==> src/rtl/result_reader_pkg.sv <==
package result_reader_pkg;
  localparam int unsigned NUM_CH      = 8;
  localparam int unsigned RES_W       = 14;
  localparam int unsigned BUS_W       = 16;
  localparam int unsigned SYNC_STAGES = 2;
endpackage

==> src/rtl/rr_sync.sv <==
module rr_sync #(
  parameter int unsigned       W       = 1,
  parameter int unsigned       STAGES  = 2,
  parameter logic [W-1:0]      RST_VAL = '0
) (
  input  logic         clk_i,
  input  logic         rst_ni,
  input  logic [W-1:0] d_i,
  output logic [W-1:0] q_o
);
  logic [W-1:0] st_q [STAGES];

  always_ff @(posedge clk_i or negedge rst_ni) begin
    if (!rst_ni) begin
      for (int i = 0; i < int'(STAGES); i++) st_q[i] <= RST_VAL;
    end else begin
      st_q[0] <= d_i;
      for (int i = 1; i < int'(STAGES); i++) st_q[i] <= st_q[i-1];
    end
  end

  assign q_o = st_q[STAGES-1];
endmodule

==> src/rtl/rr_seq.sv <==
module rr_seq #(
  parameter int unsigned NUM_CH = 8,
  localparam int unsigned PTR_W = (NUM_CH > 1) ? $clog2(NUM_CH) : 1
) (
  input  logic             clk_i,
  input  logic             rst_ni,
  input  logic             strobe_i,
  input  logic             rewind_i,
  input  logic             byte_mode_i,
  output logic [PTR_W-1:0] ptr_o,
  output logic             half_o,
  output logic             flag_o
);
  localparam logic [PTR_W-1:0] LAST = PTR_W'(NUM_CH - 1);

  logic [PTR_W-1:0] ptr_q;
  logic             half_q;
  logic             flag_q;
  logic             ch_done;

  assign ch_done = !byte_mode_i || half_q;

  always_ff @(posedge clk_i or negedge rst_ni) begin
    if (!rst_ni) begin
      ptr_q  <= '0;
      half_q <= 1'b0;
      flag_q <= 1'b0;
    end else if (rewind_i) begin
      ptr_q  <= '0;
      half_q <= 1'b0;
      flag_q <= 1'b0;
    end else if (strobe_i) begin
      flag_q <= (ptr_q == '0) && !half_q;
      half_q <= byte_mode_i && !half_q;
      if (ch_done) ptr_q <= (ptr_q == LAST) ? '0 : ptr_q + 1'b1;
    end
  end

  assign ptr_o  = ptr_q;
  assign half_o = half_q;
  assign flag_o = flag_q;

  // word-mode strobe moves to the next channel
  a_r3_step: assert property (@(posedge clk_i) disable iff (!rst_ni)
    strobe_i && !rewind_i && !byte_mode_i && ptr_q != LAST |=> ptr_q == $past(ptr_q) + 1'b1);
  // wrap after last channel
  a_r8_wrap: assert property (@(posedge clk_i) disable iff (!rst_ni)
    strobe_i && !rewind_i && ch_done && ptr_q == LAST |=> ptr_q == '0);
  // busy fall rewinds
  a_r7_rewind: assert property (@(posedge clk_i) disable iff (!rst_ni)
    rewind_i |=> ptr_q == '0 && !half_q && !flag_q);
  // flag drops on a strobe away from channel 1 start
  a_r4_flag_clear: assert property (@(posedge clk_i) disable iff (!rst_ni)
    strobe_i && (ptr_q != '0 || half_q) |=> !flag_q);
  // byte mode holds the channel on the first byte
  a_r5_two_strobes: assert property (@(posedge clk_i) disable iff (!rst_ni)
    strobe_i && !rewind_i && byte_mode_i && !half_q |=> $stable(ptr_q) && half_q);
endmodule

==> src/rtl/rr_fmt.sv <==
module rr_fmt #(
  parameter int unsigned NUM_CH = 8,
  parameter int unsigned RES_W  = 14,
  parameter int unsigned BUS_W  = 16,
  localparam int unsigned PTR_W = (NUM_CH > 1) ? $clog2(NUM_CH) : 1,
  localparam int unsigned HB_W  = BUS_W / 2
) (
  input  logic [NUM_CH*RES_W-1:0] results_i,
  input  logic [PTR_W-1:0]        ptr_i,
  input  logic                    half_i,
  input  logic                    byte_mode_i,
  input  logic                    hi_first_i,
  output logic [BUS_W-1:0]        data_o
);
  logic [RES_W-1:0] res;
  logic [BUS_W-1:0] word;
  logic             take_hi;

  assign res     = results_i[ptr_i*RES_W +: RES_W];
  assign word    = {{(BUS_W-RES_W){res[RES_W-1]}}, res};
  assign take_hi = hi_first_i ^ half_i;

  always_comb begin
    if (byte_mode_i)
      data_o = {{(BUS_W-HB_W){1'b0}}, take_hi ? word[BUS_W-1 -: HB_W] : word[HB_W-1:0]};
    else
      data_o = word;
  end
endmodule

==> src/rtl/result_reader.sv <==
module result_reader
  import result_reader_pkg::*;
(
  input  logic                    clk_i,
  input  logic                    rst_ni,
  input  logic                    cs_ni,
  input  logic                    rd_ni,
  input  logic                    busy_i,
  input  logic                    byte_mode_i,
  input  logic                    hi_first_i,
  input  logic [NUM_CH*RES_W-1:0] results_i,
  output logic [BUS_W-1:0]        db_o,
  output logic                    db_oe_o,
  output logic                    flag_o,
  output logic                    flag_oe_o
);
  localparam int unsigned PTR_W = (NUM_CH > 1) ? $clog2(NUM_CH) : 1;

  logic [4:0]       raw, syn;
  logic             cs_s, rd_s, busy_s, mode_s, hf_s;
  logic             rd_d, busy_d, strobe, rewind;
  logic [PTR_W-1:0] ptr;
  logic             half;
  logic [BUS_W-1:0] fmt_data;
  logic [BUS_W-1:0] db_q;

  assign raw = {hi_first_i, byte_mode_i, busy_i, rd_ni, cs_ni};

  rr_sync #(.W(5), .STAGES(SYNC_STAGES), .RST_VAL(5'b00011)) u_sync (
    .clk_i(clk_i), .rst_ni(rst_ni), .d_i(raw), .q_o(syn)
  );

  assign {hf_s, mode_s, busy_s, rd_s, cs_s} = syn;

  always_ff @(posedge clk_i or negedge rst_ni) begin
    if (!rst_ni) begin
      rd_d   <= 1'b1;
      busy_d <= 1'b0;
    end else begin
      rd_d   <= rd_s;
      busy_d <= busy_s;
    end
  end

  assign strobe = rd_d && !rd_s && !cs_s;
  assign rewind = busy_d && !busy_s;

  rr_seq #(.NUM_CH(NUM_CH)) u_seq (
    .clk_i(clk_i), .rst_ni(rst_ni), .strobe_i(strobe), .rewind_i(rewind),
    .byte_mode_i(mode_s), .ptr_o(ptr), .half_o(half), .flag_o(flag_o)
  );

  rr_fmt #(.NUM_CH(NUM_CH), .RES_W(RES_W), .BUS_W(BUS_W)) u_fmt (
    .results_i(results_i), .ptr_i(ptr), .half_i(half),
    .byte_mode_i(mode_s), .hi_first_i(hf_s), .data_o(fmt_data)
  );

  always_ff @(posedge clk_i or negedge rst_ni) begin
    if (!rst_ni)     db_q <= '0;
    else if (strobe) db_q <= fmt_data;
  end

  assign db_o      = db_q;
  assign db_oe_o   = !cs_s && !rd_s;
  assign flag_oe_o = !cs_s;

  // bus enable implies flag enable
  a_r1_oe_nest: assert property (@(posedge clk_i) disable iff (!rst_ni)
    db_oe_o |-> flag_oe_o);
  // word transfers carry the sign into the top bits
  a_r2_sign_ext: assert property (@(posedge clk_i) disable iff (!rst_ni)
    strobe && !mode_s |=> db_o[BUS_W-1] == db_o[RES_W-1] && db_o[BUS_W-2] == db_o[RES_W-1]);
  // byte transfers keep the upper lane at zero
  a_r5_upper_zero: assert property (@(posedge clk_i) disable iff (!rst_ni)
    strobe && mode_s |=> db_o[BUS_W-1:BUS_W/2] == '0);
  // no strobe, no bus change
  a_r10_hold: assert property (@(posedge clk_i) disable iff (!rst_ni)
    !strobe |=> $stable(db_o));
endmodule

==> config.mk <==
export PLATFORM = sky130hd
export DESIGN_NAME = result_reader
export DESIGN_NICKNAME = d
export VERILOG_FILES = /design/src/rtl/result_reader_pkg.sv /design/src/rtl/rr_sync.sv /design/src/rtl/rr_seq.sv /design/src/rtl/rr_fmt.sv /design/src/rtl/result_reader.sv
export SDC_FILE = /design/constraint.sdc
export NUM_CORES = 1
export LEC_CHECK = 0
export ABC_AREA = 0
export BUFFER_PORTS_ARGS = -buffer_cell sky130_fd_sc_hd__buf_2
export CAP_MARGIN = 20
export CORE_ASPECT_RATIO = 0.7
export CORE_UTILIZATION = 39
export CTS_CLUSTER_DIAMETER = 30
export CTS_CLUSTER_SIZE = 40
export DETAILED_ROUTE_END_ITERATION = 8
export PLACE_DENSITY = 0.78
export SKIP_LAST_GASP = 1
export SYNTH_ARGS = -nofsm -noshare
export SYNTH_HDL_FRONTEND = slang
export SYNTH_SLANG_ARGS = --single-unit
==> constraint.sdc <==
create_clock -name clk_i -period 1.75 [get_ports clk_i]
set_clock_uncertainty 0.2 [all_clocks]
set_input_delay 0.0875 -clock clk_i [delete_from_list [all_inputs] [get_ports clk_i]]
set_output_delay 0.0875 -clock clk_i [all_outputs]
set_load 0.02 [all_outputs]
Word level (Yosys, flattened, before mapping)
Cells that the tools add are included.
{ "op_classes": {"addsub": 1, "multipliers": 1, "bitwise_logic": 1, "reduce_logical": 16, "shift": 1, "eq_ne": 1, "n_mux": 10} }
{ "ops": {"columns": ["op", "count"], "rows": [
  ["variable part select 112 x 8 -> 14 bit", 1],
  ["2-to-1 mux 16 bit", 1],
  ["2-to-1 mux 3 bit", 4],
  ["2-to-1 mux 8 bit", 1],
  ["logical AND 1 bit", 6],
  ["multiplier 3 x 3 -> 6 bit, second input constant", 1],
  ["zero test 1 bit", 5],
  ["2-to-1 mux 1 bit", 4],
  ["nonzero test 2 bit", 2],
  ["adder 3 x 1 -> 3 bit, second input constant", 1],
  ["equality test 3 bit, second input constant", 1],
  ["zero test 3 bit", 1],
  ["AND reduction 2 bit", 1],
  ["logical OR 1 bit", 1],
  ["XOR 1 bit", 1]
]} }
{ "totals": {"output_inout_bits": 19, "reg_bits": 33, "in_bits": 119} }

Depth between registers and ports, before layout
Gate-level depths: netlist of the first run.
{ "logic_depth": {"word_depth": 5, "depth_mapped": 8, "ltp_nobuf": 4} }

Hierarchy
From an unflattened synthesis of the first run, not the netlist that was laid out.
{ "unflattened": {"hier_cells": 167, "hier_area_um2": 2284.7} }
{ "by_module_without_submodules": {"columns": ["mod", "instances", "area_each_um2", "cells_per_inst"], "rows": [
  ["rr_fmt", 1, 1004.7, 85],
  ["result_reader", 1, 718.2, 39],
  ["rr_sync", 1, 292.8, 15],
  ["rr_seq", 1, 269.0, 28]
]} }

Worst setup path after synthesis of the first run
OpenSTA, ideal clock, no wires.
{ "synth_path": {"kind": "register to register", "start": "register u_seq.ptr_q[0], in the netlist u_seq.ptr_o[0]", "end": "register db_q[7], in the netlist db_o[7]", "stages_incl_launch_ff": 7, "period_less_slack_ns": 1.926, "path_buffers": 2, "setup_ns": 0.126, "t_arrival_ns": 1.601, "path_slack_ns": -0.176, "cell_sequence": "dfrtp_1 buf_6 buf_6 mux4_1 mux2_2 nor3_2 nor3_1"} }
{ "synth_between": {"elab_chain_len": 4} }
{ "synth_lines": {"columns": ["element", "line", "rtl"], "rows": [
  ["start, declared", "rr_seq.sv:16", "logic [PTR_W-1:0] ptr_q;"],
  ["start signal, assigned", "rr_seq.sv:35", "if (ch_done) ptr_q <= (ptr_q == LAST) ? '0 : ptr_q + 1'b1;"],
  ["multiplier 3 x 3 -> 6 bit *", "rr_fmt.sv:19", "assign res = results_i[ptr_i*RES_W +: RES_W];"],
  ["variable part select 112 x 8 -> 14 bit *", "rr_fmt.sv:19", null],
  ["2-to-1 mux 8 bit", "rr_fmt.sv:25", "data_o = {{(BUS_W-HB_W){1'b0}}, take_hi ? word[BUS_W-1 -: HB_W] : word[HB_W-1:0]};"],
  ["2-to-1 mux 16 bit *", "rr_fmt.sv:24", "if (byte_mode_i)"],
  ["end signal, assigned", "result_reader.sv:60", "else if (strobe) db_q <= fmt_data;"],
  ["end, declared", "result_reader.sv:25", "logic [BUS_W-1:0] db_q;"]
]} }
Every way passes the cells marked *; elsewhere a longest branch is shown, timed or not.
A chain may end at the register's enable or synchronous reset.

Final worst setup path of the first run
{ "layout_path": {"start": "register u_seq.ptr_q[0], in the netlist u_seq.ptr_o[0]", "end": "register db_q[3], in the netlist db_o[3]"} }
The elaborated chain is that of the path after synthesis.

==> impl_metrics.ini, run 1 <==
[critical_path]
cp-end-kind = flip-flop
timing.critical_path.from_type = flip-flop
crit_top_cell = sky130_fd_sc_hd__buf_12
timing.critical_path.max_delay_family = compound AO/OA/AOI/OAI gates
path_cells = buf_12, buf_12, mux2_2, o22a_1, a21oi_1, o31ai_1
setup.worst_path.start = u_seq.ptr_o[0]$_DFFE_PN0P_
r2r-start = u_seq.ptr_o[0]$_DFFE_PN0P_
cp_max_fo = 20
r2r_slack_ps = -180
slowest_stage = sky130_fd_sc_hd__dfrtp_2
worst_setup_path_endpoint = db_o[3]$_DFFE_PN0P_
setup.worst_path.class = reg2reg
cp.arrival_ps = 1890
crit_cells = 6
critical_path.reg2reg.endpoint = db_o[3]$_DFFE_PN0P_
worst_reg2reg_path_length_in_cells = 6
cp.required_ps = 1710
maximum_single_stage_delay_on_the_critical_path_ps = 370
worstPathBufferInverterCount = 2

[timing]
finalWorstPathRequiredPeriod_ps = 1930
timing.final.ws_setup_ps = -183
worst_hold_slack_ps = 113
max_clock_freq_ghz = 0.517
timing_hold_violations_final = 0
unrepaired_setup_endpoints_after_global_routing = true
final.period_utilization_pct = 110
setup_viol_count_final = 15
timing_max_transition_violations_final = 0
transition_time_of_the_tightest_slew_check_pin_ps = 703
slew_headroom_pct = 53.1

[job]
max_cap_viol_count = 0

[layout]
area.sequential_sq_um = 783
commonest_non_fill_non_tap_cell_in_the_layout = sky130_fd_sc_hd__buf_2
nFillCells = 441
final_core_occ_pct = 60.7
area_delta_synth_final_pct = 49.0
finish.instance_area_sq_mm = 0.00319
final_layout_size_suffix_gt1_share_pct = 63.3
final_nets = 451
n_antenna_cell = 0
final_cell_mix = sky130_fd_sc_hd__buf_2 (137), sky130_fd_sc_hd__dfrtp_1 (25), sky130_fd_sc_hd__buf_4 (14), sky130_fd_sc_hd__nand2_1 (13), sky130_fd_sc_hd__mux4_2 (13)
multiInputGateArea_sq_mm = 0.00128

[detailed_routing]
routed_wirelength_mm = 6.31
dr.pass1.iters = 4
vias_per_cell = 5.23
drt_iter0_drc = 85
detailroute.via_count = 2104
drtAntennaViolNets = 0
post_drt_wl_per_cell_um = 15.7
drcViolationCount = 0

[clocking]
buffers_from_clock_root_to_sink_at_most = 2
tritoncts = built
tritoncts.num_buffers = 5
clkSlewWorstSetupHoldPaths_ps = 60
tritoncts_num_sinks = 31
cts_root_buf = sky130_fd_sc_hd__clkbuf_8
clkLatencyLatePin_ps = 280
h-tree-depth = 2

[global_routing]
grt.total_usage_pct = 22.0
grt_first_pass_wirelength_mm = 9.67
maximum_number_of_pins_on_one_net_before_global_route_repair = 32
grt_busiest_layer = met2
grt_overflow_total = 0
global_route.usage.met2_pct = 35.8
antenna_found_initial = 0
first_global_vias = 1983
use_met1_pct = 30.1
globalRouteMet3Util_pct = 4.40

[logic_synthesis]
synth_top_area_cell = sky130_fd_sc_hd__dfrtp_1
yosys_most_used_dff = sky130_fd_sc_hd__dfrtp_1
syn_inst = 175
leading_cell_types_by_total_area_after_synthesis = sky130_fd_sc_hd__dfrtp_1 (30%), sky130_fd_sc_hd__mux4_1 (14%), sky130_fd_sc_hd__mux2_2 (7.4%)
yosysSeqAreaShare_pct = 36.5
yosys.cell_types.count = 32
mappedNetlistArea_sq_mm = 0.00214
yosys_warnings = 0
syn-mean-instance-area_sq_um = 12.2
synth_largest_type_area_fraction_pct = 30.4
yosys_reg_bits = 31
synth_async_sr_flop_share_pct = 100
syn-num-nets = 297
synth_edf_count = 0

[outcome]
failing_checks = negative setup slack
status = complete, but fails checks

[power]
power.sequential.fraction_pct = 39.8
cellInternalPower_mw = 1.48
power.share.switching_pct = 31.6
ir_worst_vdd_mv = 0.338
share_comb_of_total_power_pct = 35.8
clockPowerShare_pct = 24.4
power_per_cell_area_mw_per_mm2 = 678
cellLeakagePower_nw = 1.53
p_total_mw = 2.16
total_switching_power_uw = 683

[place]
detailedPlacementHpwl_mm = 5.09
pre_cts_ws_ps = -294
routabilityCongestion = 0.834
placed_cell_area_sq_mm = 0.00296
buffer_ports.inserted = 137

[floorplan]
design.die.area_sq_mm = 0.00579
fp.coreArea_sq_mm = 0.00526
io-pin-count = 138
fp.dieH_um = 64.0
die_width_um = 90.6
start_util_pct = 40.7
placementRows = 22

[min_path]
worstHoldPathType = in2reg
==> worst min path at each step <==
stage	from	end	slack [ps]	cells past startpoint
2_1_floorplan	rst_ni	busy_d$_DFF_PN0_	-410	0
3_3_place_gp	rst_ni	u_sync.st_q[7]$_DFF_PN0_	-50	1
3_5_place_dp	rst_ni	u_sync.st_q[7]$_DFF_PN0_	-40	1
4_1_cts	results_i[9]	db_o[9]$_DFFE_PN0P_	150	4
5_1_grt	results_i[11]	db_o[11]$_DFFE_PN0P_	130	4
6_report	results_i[8]	db_o[8]$_DFFE_PN0P_	110	4
==> stage by stage <==
stage | std cells | setup TNS (ps)
2_1_floorplan | 175 | -971
5_1_grt | 402 | -2700
3_3_place_gp | 385 | -2550
4_1_cts | 400 | -1760
3_5_place_dp | 385 | -3180
6_report | 402 | -1880
==> layer usage <==
metal  share of wire (%)  vias to the layer above  wire length (um)
li1                    -                      982                 -
met1                  45                     1013              2850
met2                  48                      103              3000
met3                 6.3                        6               397
met4                0.94                        0                59
met5                   0                        -                 0
==> area by class of cell <==
cell class | count | area share [%]
clock inverter | 3 | 0.471
tap | 72 | 2.82
timing repair buffer | 162 | 29.4
inverter | 4 | 0.471
sequential | 31 | 24.6
clock buffer | 5 | 2.16
multi-input combinational | 125 | 40.1
==> power by group through the flow <==
stage / Clock [mW] / Sequential (mW) / Combinational, mW
final: 0.527 / 0.861 / 0.774
after global routing: 0.587 / 0.871 / 0.833
after CTS: 0.546 / 0.861 / 0.760
after detailed placement: 0 / 0.883 / 0.711
after global placement: 0 / 0.879 / 0.697
after floorplan: 0 / 0.939 / 0.364
==> kinds of logic after synthesis <==
group	count (synthesis)	share of synthesized area, %
flip-flops	31	36.5
buffers and inverters	19	5.49
AO/OA/AOI/OAI	35	12.0
XOR/XNOR	1	0.409
multiplexers	44	33.8
AND/OR/NAND/NOR	42	9.99
adder cells (fa/ha/maj)	3	1.75
==> worst register-to-register path, cell delays in order (launching register included) <==
cell,delay (ps)
sky130_fd_sc_hd__dfrtp_2,370
sky130_fd_sc_hd__buf_12,140
sky130_fd_sc_hd__buf_12,180
sky130_fd_sc_hd__mux2_2,350
sky130_fd_sc_hd__o22a_1,250
sky130_fd_sc_hd__a21oi_1,240
sky130_fd_sc_hd__o31ai_1,90
==> state kept, by name, indices dropped and copies added (netlist names) <==
name / cells
db_o: 14
u_seq.flag_o: 1
u_seq.ptr_o: 3
u_sync.q_o: 5
u_seq.half_o: 1
busy_d: 1
rd_d: 1
u_sync.st_q: 5
==> cell usage after synthesis (2+ instances only) <==
library cell and number:
sky130_fd_sc_hd__nor3_2 2, sky130_fd_sc_hd__buf_4 3, sky130_fd_sc_hd__nand2_1 13, sky130_fd_sc_hd__nor2b_1 7, sky130_fd_sc_hd__nor2_1 9, sky130_fd_sc_hd__a21oi_1 8, sky130_fd_sc_hd__a22oi_1 5, sky130_fd_sc_hd__dfstp_2 5
sky130_fd_sc_hd__o31ai_1 5, sky130_fd_sc_hd__clkbuf_1 3, sky130_fd_sc_hd__a211oi_1 5, sky130_fd_sc_hd__mux2i_1 12, sky130_fd_sc_hd__inv_1 4, sky130_fd_sc_hd__mux4_1 11, sky130_fd_sc_hd__or3_1 2, sky130_fd_sc_hd__o21ai_0 2
sky130_fd_sc_hd__buf_2 3, sky130_fd_sc_hd__buf_6 4, sky130_fd_sc_hd__mux4_2 7, sky130_fd_sc_hd__nor3_1 5, sky130_fd_sc_hd__ha_1 3, sky130_fd_sc_hd__a32o_1 5, sky130_fd_sc_hd__o22a_1 5, sky130_fd_sc_hd__dfrtp_1 26
sky130_fd_sc_hd__mux2_2 14
==> what timing repair did <==
action,CTS,global route
gates resized for setup,9,4
pin swaps,8,2
endpoints found under the setup margin,15,16
endpoints found under the hold margin,31,0
hold buffers,6,0
buffers inserted,1,2
Power figures use the tool's default switching activity.
==> run 2, diff against run 1 <==
--- a/config.mk
+++ b/config.mk
@@ -9,11 +9,12 @@
 export BUFFER_PORTS_ARGS = -buffer_cell sky130_fd_sc_hd__buf_2
 export CAP_MARGIN = 20
 export CORE_ASPECT_RATIO = 0.7
-export CORE_UTILIZATION = 39
+export CORE_UTILIZATION = 40
+export CTS_BUF_LIST = sky130_fd_sc_hd__clkbuf_2 sky130_fd_sc_hd__clkbuf_4 sky130_fd_sc_hd__clkbuf_8
 export CTS_CLUSTER_DIAMETER = 30
 export CTS_CLUSTER_SIZE = 40
 export DETAILED_ROUTE_END_ITERATION = 8
-export PLACE_DENSITY = 0.78
+export PLACE_DENSITY = 0.79
 export SKIP_LAST_GASP = 1
 export SYNTH_ARGS = -nofsm -noshare
 export SYNTH_HDL_FRONTEND = slang
==> run 2 against run 1 <==
The run still ends with negative setup slack left. Global-route usage increased by 0.31 points. Via count decreased by 0.33%. Sequential cell count unchanged. Die area decreased by 2.4%. Critical path depth unchanged. Setup slack got worse by 30 ps. Non-clock buffer count increased by 5. Cell count increased by 0.50%. Maximum frequency decreased by 1.5%. Worst hold slack got worse by 19 ps. Critical path type unchanged.
==> impl_metrics.ini, run 2 (synthesized netlist as in run 1, its figures left out) <==
[detailed_routing]
dr.pass1.iters = 4
vias_per_cell = 5.19
drcViolationCount = 0
drt_iter0_drc = 102
drtAntennaViolNets = 0
detailroute.via_count = 2097
routed_wirelength_mm = 6.43
post_drt_wl_per_cell_um = 15.9

[job]
max_cap_viol_count = 0

[timing]
timing_max_transition_violations_final = 0
timing_hold_violations_final = 0
final.period_utilization_pct = 112
unrepaired_setup_endpoints_after_global_routing = true
slew_headroom_pct = 54.9
max_clock_freq_ghz = 0.509
transition_time_of_the_tightest_slew_check_pin_ps = 676
timing.final.ws_setup_ps = -213
setup_viol_count_final = 16
finalWorstPathRequiredPeriod_ps = 1960
worst_hold_slack_ps = 94.6

[floorplan]
fp.coreArea_sq_mm = 0.00497
io-pin-count = 138
fp.dieH_um = 63.2
die_width_um = 89.4
placementRows = 21
design.die.area_sq_mm = 0.00565
start_util_pct = 43.1

[layout]
area_delta_synth_final_pct = 52.1
commonest_non_fill_non_tap_cell_in_the_layout = sky130_fd_sc_hd__buf_2
n_antenna_cell = 0
final_cell_mix = sky130_fd_sc_hd__buf_2 (137), sky130_fd_sc_hd__dfrtp_1 (25), sky130_fd_sc_hd__buf_4 (17), sky130_fd_sc_hd__mux4_2 (15), sky130_fd_sc_hd__nand2_1 (13)
final_nets = 456
nFillCells = 411
final_core_occ_pct = 65.6
final_layout_size_suffix_gt1_share_pct = 66.3
largest_register_ffs = 14
layout.cells.non_filler = 404

[global_routing]
grt_overflow_total = 0
grt.total_usage_pct = 22.3
antenna_found_initial = 0
maximum_number_of_pins_on_one_net_before_global_route_repair = 32
first_global_vias = 1979
grt_first_pass_wirelength_mm = 9.28

[critical_path]
cp.arrival_ps = 1930
cp.required_ps = 1720
setup.worst_path.class = reg2reg
cp-end-kind = flip-flop
cp_max_fo = 6
timing.critical_path.from_type = flip-flop

[clocking]
clkSlewWorstSetupHoldPaths_ps = 70
tritoncts_num_sinks = 31
cts_root_buf = sky130_fd_sc_hd__clkbuf_8
h-tree-depth = 2
buffers_from_clock_root_to_sink_at_most = 2
clkLatencyLatePin_ps = 290
tritoncts.num_buffers = 5
tritoncts = built

[min_path]
worstHoldPathType = in2reg

[place]
dp.cells = 382
buffer_ports.inserted = 137
detailedPlacementHpwl_mm = 5.09
routabilityCongestion = 0.858

[outcome]
failing_checks = negative setup slack
status = complete, but fails checks

[power]
power_per_cell_area_mw_per_mm2 = 679
ir_worst_vdd_mv = 0.316
cellLeakagePower_nw = 1.56
p_total_mw = 2.21
==> run 2: metrics by stage <==
stage / setup TNS [ps] / instance area, sq um / worst slack (ps)
after global placement: -3390 / 2930 / -408
after floorplan: -971 / 2150 / -94.4
after global routing: -3110 / 3260 / -248
after detailed placement: -3640 / 2930 / -412
after CTS: -1990 / 3120 / -188
final: -2360 / 3260 / -213
==> run 2: area by class of cell <==
| type | instances | area [sq um] | share of cell area (%) |
|---|---|---|---|
| multi-input combinational | 125 | 1310 | 40.2 |
| tap | 69 | 86.3 | 2.65 |
| sequential | 31 | 783 | 24.0 |
| timing repair buffer | 167 | 978 | 30.0 |
| clock buffer | 5 | 68.8 | 2.11 |
| inverter | 4 | 15.0 | 0.461 |
| clock inverter | 3 | 15.0 | 0.461 |
==> run 2: worst max-delay path, cell delays in order (launching register included) <==
cell,delay (ps)
sky130_fd_sc_hd__dfrtp_2,430
sky130_fd_sc_hd__buf_4,130
sky130_fd_sc_hd__buf_6,110
sky130_fd_sc_hd__mux4_2,490
sky130_fd_sc_hd__mux2_4,300
sky130_fd_sc_hd__nor3_4,110
sky130_fd_sc_hd__nor3_1,70
==> run 2: final timing paths <==
| path | slack (ps) | from | depth (start not counted) | endpoint |
|---|---|---|---|---|
| min in group asynchronous | 180 | rst_ni | 2 | db_o[14]$_DFFE_PN0P_ |
| min reg2reg | 150 | u_sync.st_q[7]$_DFF_PN0_ | 0 | u_sync.q_o[2]$_DFF_PN0_ |
| min | 90 | results_i[12] | 4 | db_o[12]$_DFFE_PN0P_ |
| max | -210 | u_seq.ptr_o[0]$_DFFE_PN0P_ | 6 | db_o[7]$_DFFE_PN0P_ |
| max reg2reg | -210 | u_seq.ptr_o[0]$_DFFE_PN0P_ | 6 | db_o[7]$_DFFE_PN0P_ |
| max in group asynchronous | 700 | rst_ni | 2 | u_seq.ptr_o[0]$_DFFE_PN0P_ |
==> run 2: power breakdown <==
group | internal [mW] | switching [mW]
Sequential | 0.805 | 0.0532
Clock | 0.271 | 0.270
Combinational | 0.429 | 0.384
==> run 2: repair_timing <==
action / 4_1_cts / 5_1_grt
gates cloned: 0 / 1
endpoints found under the setup margin: 17 / 16
hold buffers: 6 / 0
gates resized for setup: 6 / 23
hold endpoints to repair: 31 / 0
pin swaps: 1 / 8
buffers inserted: 2 / 5
==> run 2: metal layers <==
layer	part of all wire (%)	vias to the layer above	GRT usage, %
met1	44	1015	31.1
met5	0	-	0
met3	5.9	2	4.33
met2	49	89	35.4
met4	0.22	0	5.95
li1	-	991	-
==> run 3, diff against run 2 <==
--- a/config.mk
+++ b/config.mk
@@ -14,6 +14,7 @@
 export CTS_CLUSTER_DIAMETER = 30
 export CTS_CLUSTER_SIZE = 40
 export DETAILED_ROUTE_END_ITERATION = 8
+export GPL_TIMING_DRIVEN = 0
 export PLACE_DENSITY = 0.79
 export SKIP_LAST_GASP = 1
 export SYNTH_ARGS = -nofsm -noshare
==> run 3 against run 2 <==
The flow still finishes with violations (negative setup slack). Utilization decreased by 0.076 points. Critical path type unchanged. Combinational power up 0.7%. Largest power group unchanged. Final area fell by 0.12%.
==> impl_metrics.ini, run 3 (synthesized netlist as in run 1, its figures left out) <==
[outcome]
status = complete, but fails checks
failing_checks = negative setup slack

[timing]
timing_hold_violations_final = 0
setup_total_negative_slack_ps = -2910
transition_time_of_the_tightest_slew_check_pin_ps = 679
finalWorstPathRequiredPeriod_ps = 2040
setup_viol_count_final = 16
max_clock_freq_ghz = 0.491
timing.final.ws_setup_ps = -288
final.period_utilization_pct = 116
unrepaired_setup_endpoints_after_global_routing = true
slew_headroom_pct = 54.8
timing_max_transition_violations_final = 0

[power]
power_per_cell_area_mw_per_mm2 = 705
cellLeakagePower_nw = 1.56
p_total_mw = 2.29
ir_worst_vdd_mv = 0.313

[layout]
layout.cells.non_filler = 401
finish.instance_area_sq_mm = 0.00325
final_core_occ_pct = 65.5
area.sequential_sq_um = 782
multiInputGateArea_sq_mm = 0.00131
nFillCells = 424
n_antenna_cell = 0
largest_register_ffs = 14
final_nets = 453
commonest_non_fill_non_tap_cell_in_the_layout = sky130_fd_sc_hd__buf_2
final_cell_mix = sky130_fd_sc_hd__buf_2 (139), sky130_fd_sc_hd__dfrtp_1 (26), sky130_fd_sc_hd__mux4_2 (15)
final_layout_size_suffix_gt1_share_pct = 66.6
area_delta_synth_final_pct = 52.0

[critical_path]
setup.worst_path.class = reg2reg
timing.critical_path.from_type = flip-flop
cp.required_ps = 1710
cp.arrival_ps = 2000
cp-end-kind = flip-flop
cp_max_fo = 8

[detailed_routing]
drtAntennaViolNets = 0
post_drt_wl_per_cell_um = 16.0
drcViolationCount = 0
drt_iter0_drc = 85
detailroute.via_count = 2062
dr.pass1.iters = 4
vias_per_cell = 5.14
routed_wirelength_mm = 6.42

[floorplan]
placementRows = 21
io-pin-count = 138
start_util_pct = 43.1
fp.coreArea_sq_mm = 0.00497
die_width_um = 89.4
fp.dieH_um = 63.2
design.die.area_sq_mm = 0.00565

[clocking]
cts_root_buf = sky130_fd_sc_hd__clkbuf_8
clkLatencyLatePin_ps = 280
clkSlewWorstSetupHoldPaths_ps = 60
tritoncts.num_buffers = 5
tritoncts = built
buffers_from_clock_root_to_sink_at_most = 2
tritoncts_num_sinks = 31
h-tree-depth = 2

[place]
detailedPlacementHpwl_mm = 5.17
buffer_ports.inserted = 137
routabilityCongestion = 0.809
dp.cells = 381
placed_cell_area_sq_mm = 0.00292

[global_routing]
first_global_vias = 2009
maximum_number_of_pins_on_one_net_before_global_route_repair = 32
grt_first_pass_wirelength_mm = 9.65
antenna_found_initial = 0
grt_overflow_total = 0
grt.total_usage_pct = 23.1

[min_path]
worstHoldPathType = in2reg

[job]
max_cap_viol_count = 0
-- run 3: stage by stage --
step / hold slack, ps / worst slack, ps
2_1_floorplan: -408 / -94.4
3_3_place_gp: -46.2 / -364
3_5_place_dp: -46.3 / -361
4_1_cts: 122 / -258
5_1_grt: 141 / -334
6_report: 109 / -288
-- run 3: critical path, cell delays in order (launching register included) --
cell,delay (ps)
sky130_fd_sc_hd__dfrtp_1,370
sky130_fd_sc_hd__buf_6,140
sky130_fd_sc_hd__buf_12,130
sky130_fd_sc_hd__buf_12,110
sky130_fd_sc_hd__mux4_2,500
sky130_fd_sc_hd__mux2_4,300
sky130_fd_sc_hd__nor3_2,110
sky130_fd_sc_hd__nor3_1,60
-- run 3: report_power, final --
part / leakage [nW] / internal (mW) / total (mW) / switching, mW
Clock: 0.0549 / 0.374 / 0.622 / 0.249
Sequential: 0.374 / 0.805 / 0.853 / 0.0488
Combinational: 1.13 / 0.434 / 0.818 / 0.383
Total: 1.56 / 1.61 / 2.29 / 0.681
-- run 3: final timing paths --
check	to	slack, ps	startpoint	depth (start not counted)
worst min-delay path	db_o[11]$_DFFE_PN0P_	110	results_i[25]	4
min in group asynchronous	db_o[7]$_DFFE_PN0P_	190	rst_ni	2
worst max-delay path	db_o[5]$_DFFE_PN0P_	-290	u_seq.ptr_o[0]$_DFFE_PN0P_	7
worst max register to register	db_o[5]$_DFFE_PN0P_	-290	u_seq.ptr_o[0]$_DFFE_PN0P_	7
max in group asynchronous	u_sync.q_o[3]$_DFF_PN0_	720	rst_ni	2
worst min register to register	u_sync.q_o[2]$_DFF_PN0_	150	u_sync.st_q[7]$_DFF_PN0_	0
-- run 3: repair_timing --
| action | 4_1_cts | 5_1_grt |
|---|---|---|
| setup endpoints to repair | 19 | 18 |
| setup buffers | 1 | 5 |
| endpoints found under the hold margin | 31 | 0 |
| hold buffers | 6 | 0 |
| gates resized for setup | 21 | 14 |
| pin swaps | 6 | 8 |
-- run 3: area by class of cell --
class / instances / share of cell area [%]
Timing Repair Buffer: 149 / 25.1
Multi-Input combinational cell: 125 / 40.3
Clock buffer: 8 / 3.19
Buffer: 15 / 4.23
Sequential cell: 31 / 24.0
Inverter: 4 / 0.462
Tap cell: 69 / 2.65
-- run 3: per-layer routing --
layer  global-route usage, %  vias to the layer above  routed length, um
met4                    4.37                        0                 74
met2                    37.7                       90               3140
met1                    30.9                      978               2750
li1                        -                      984                  -
met3                    6.42                       10                464
met5                       0                        -                  0
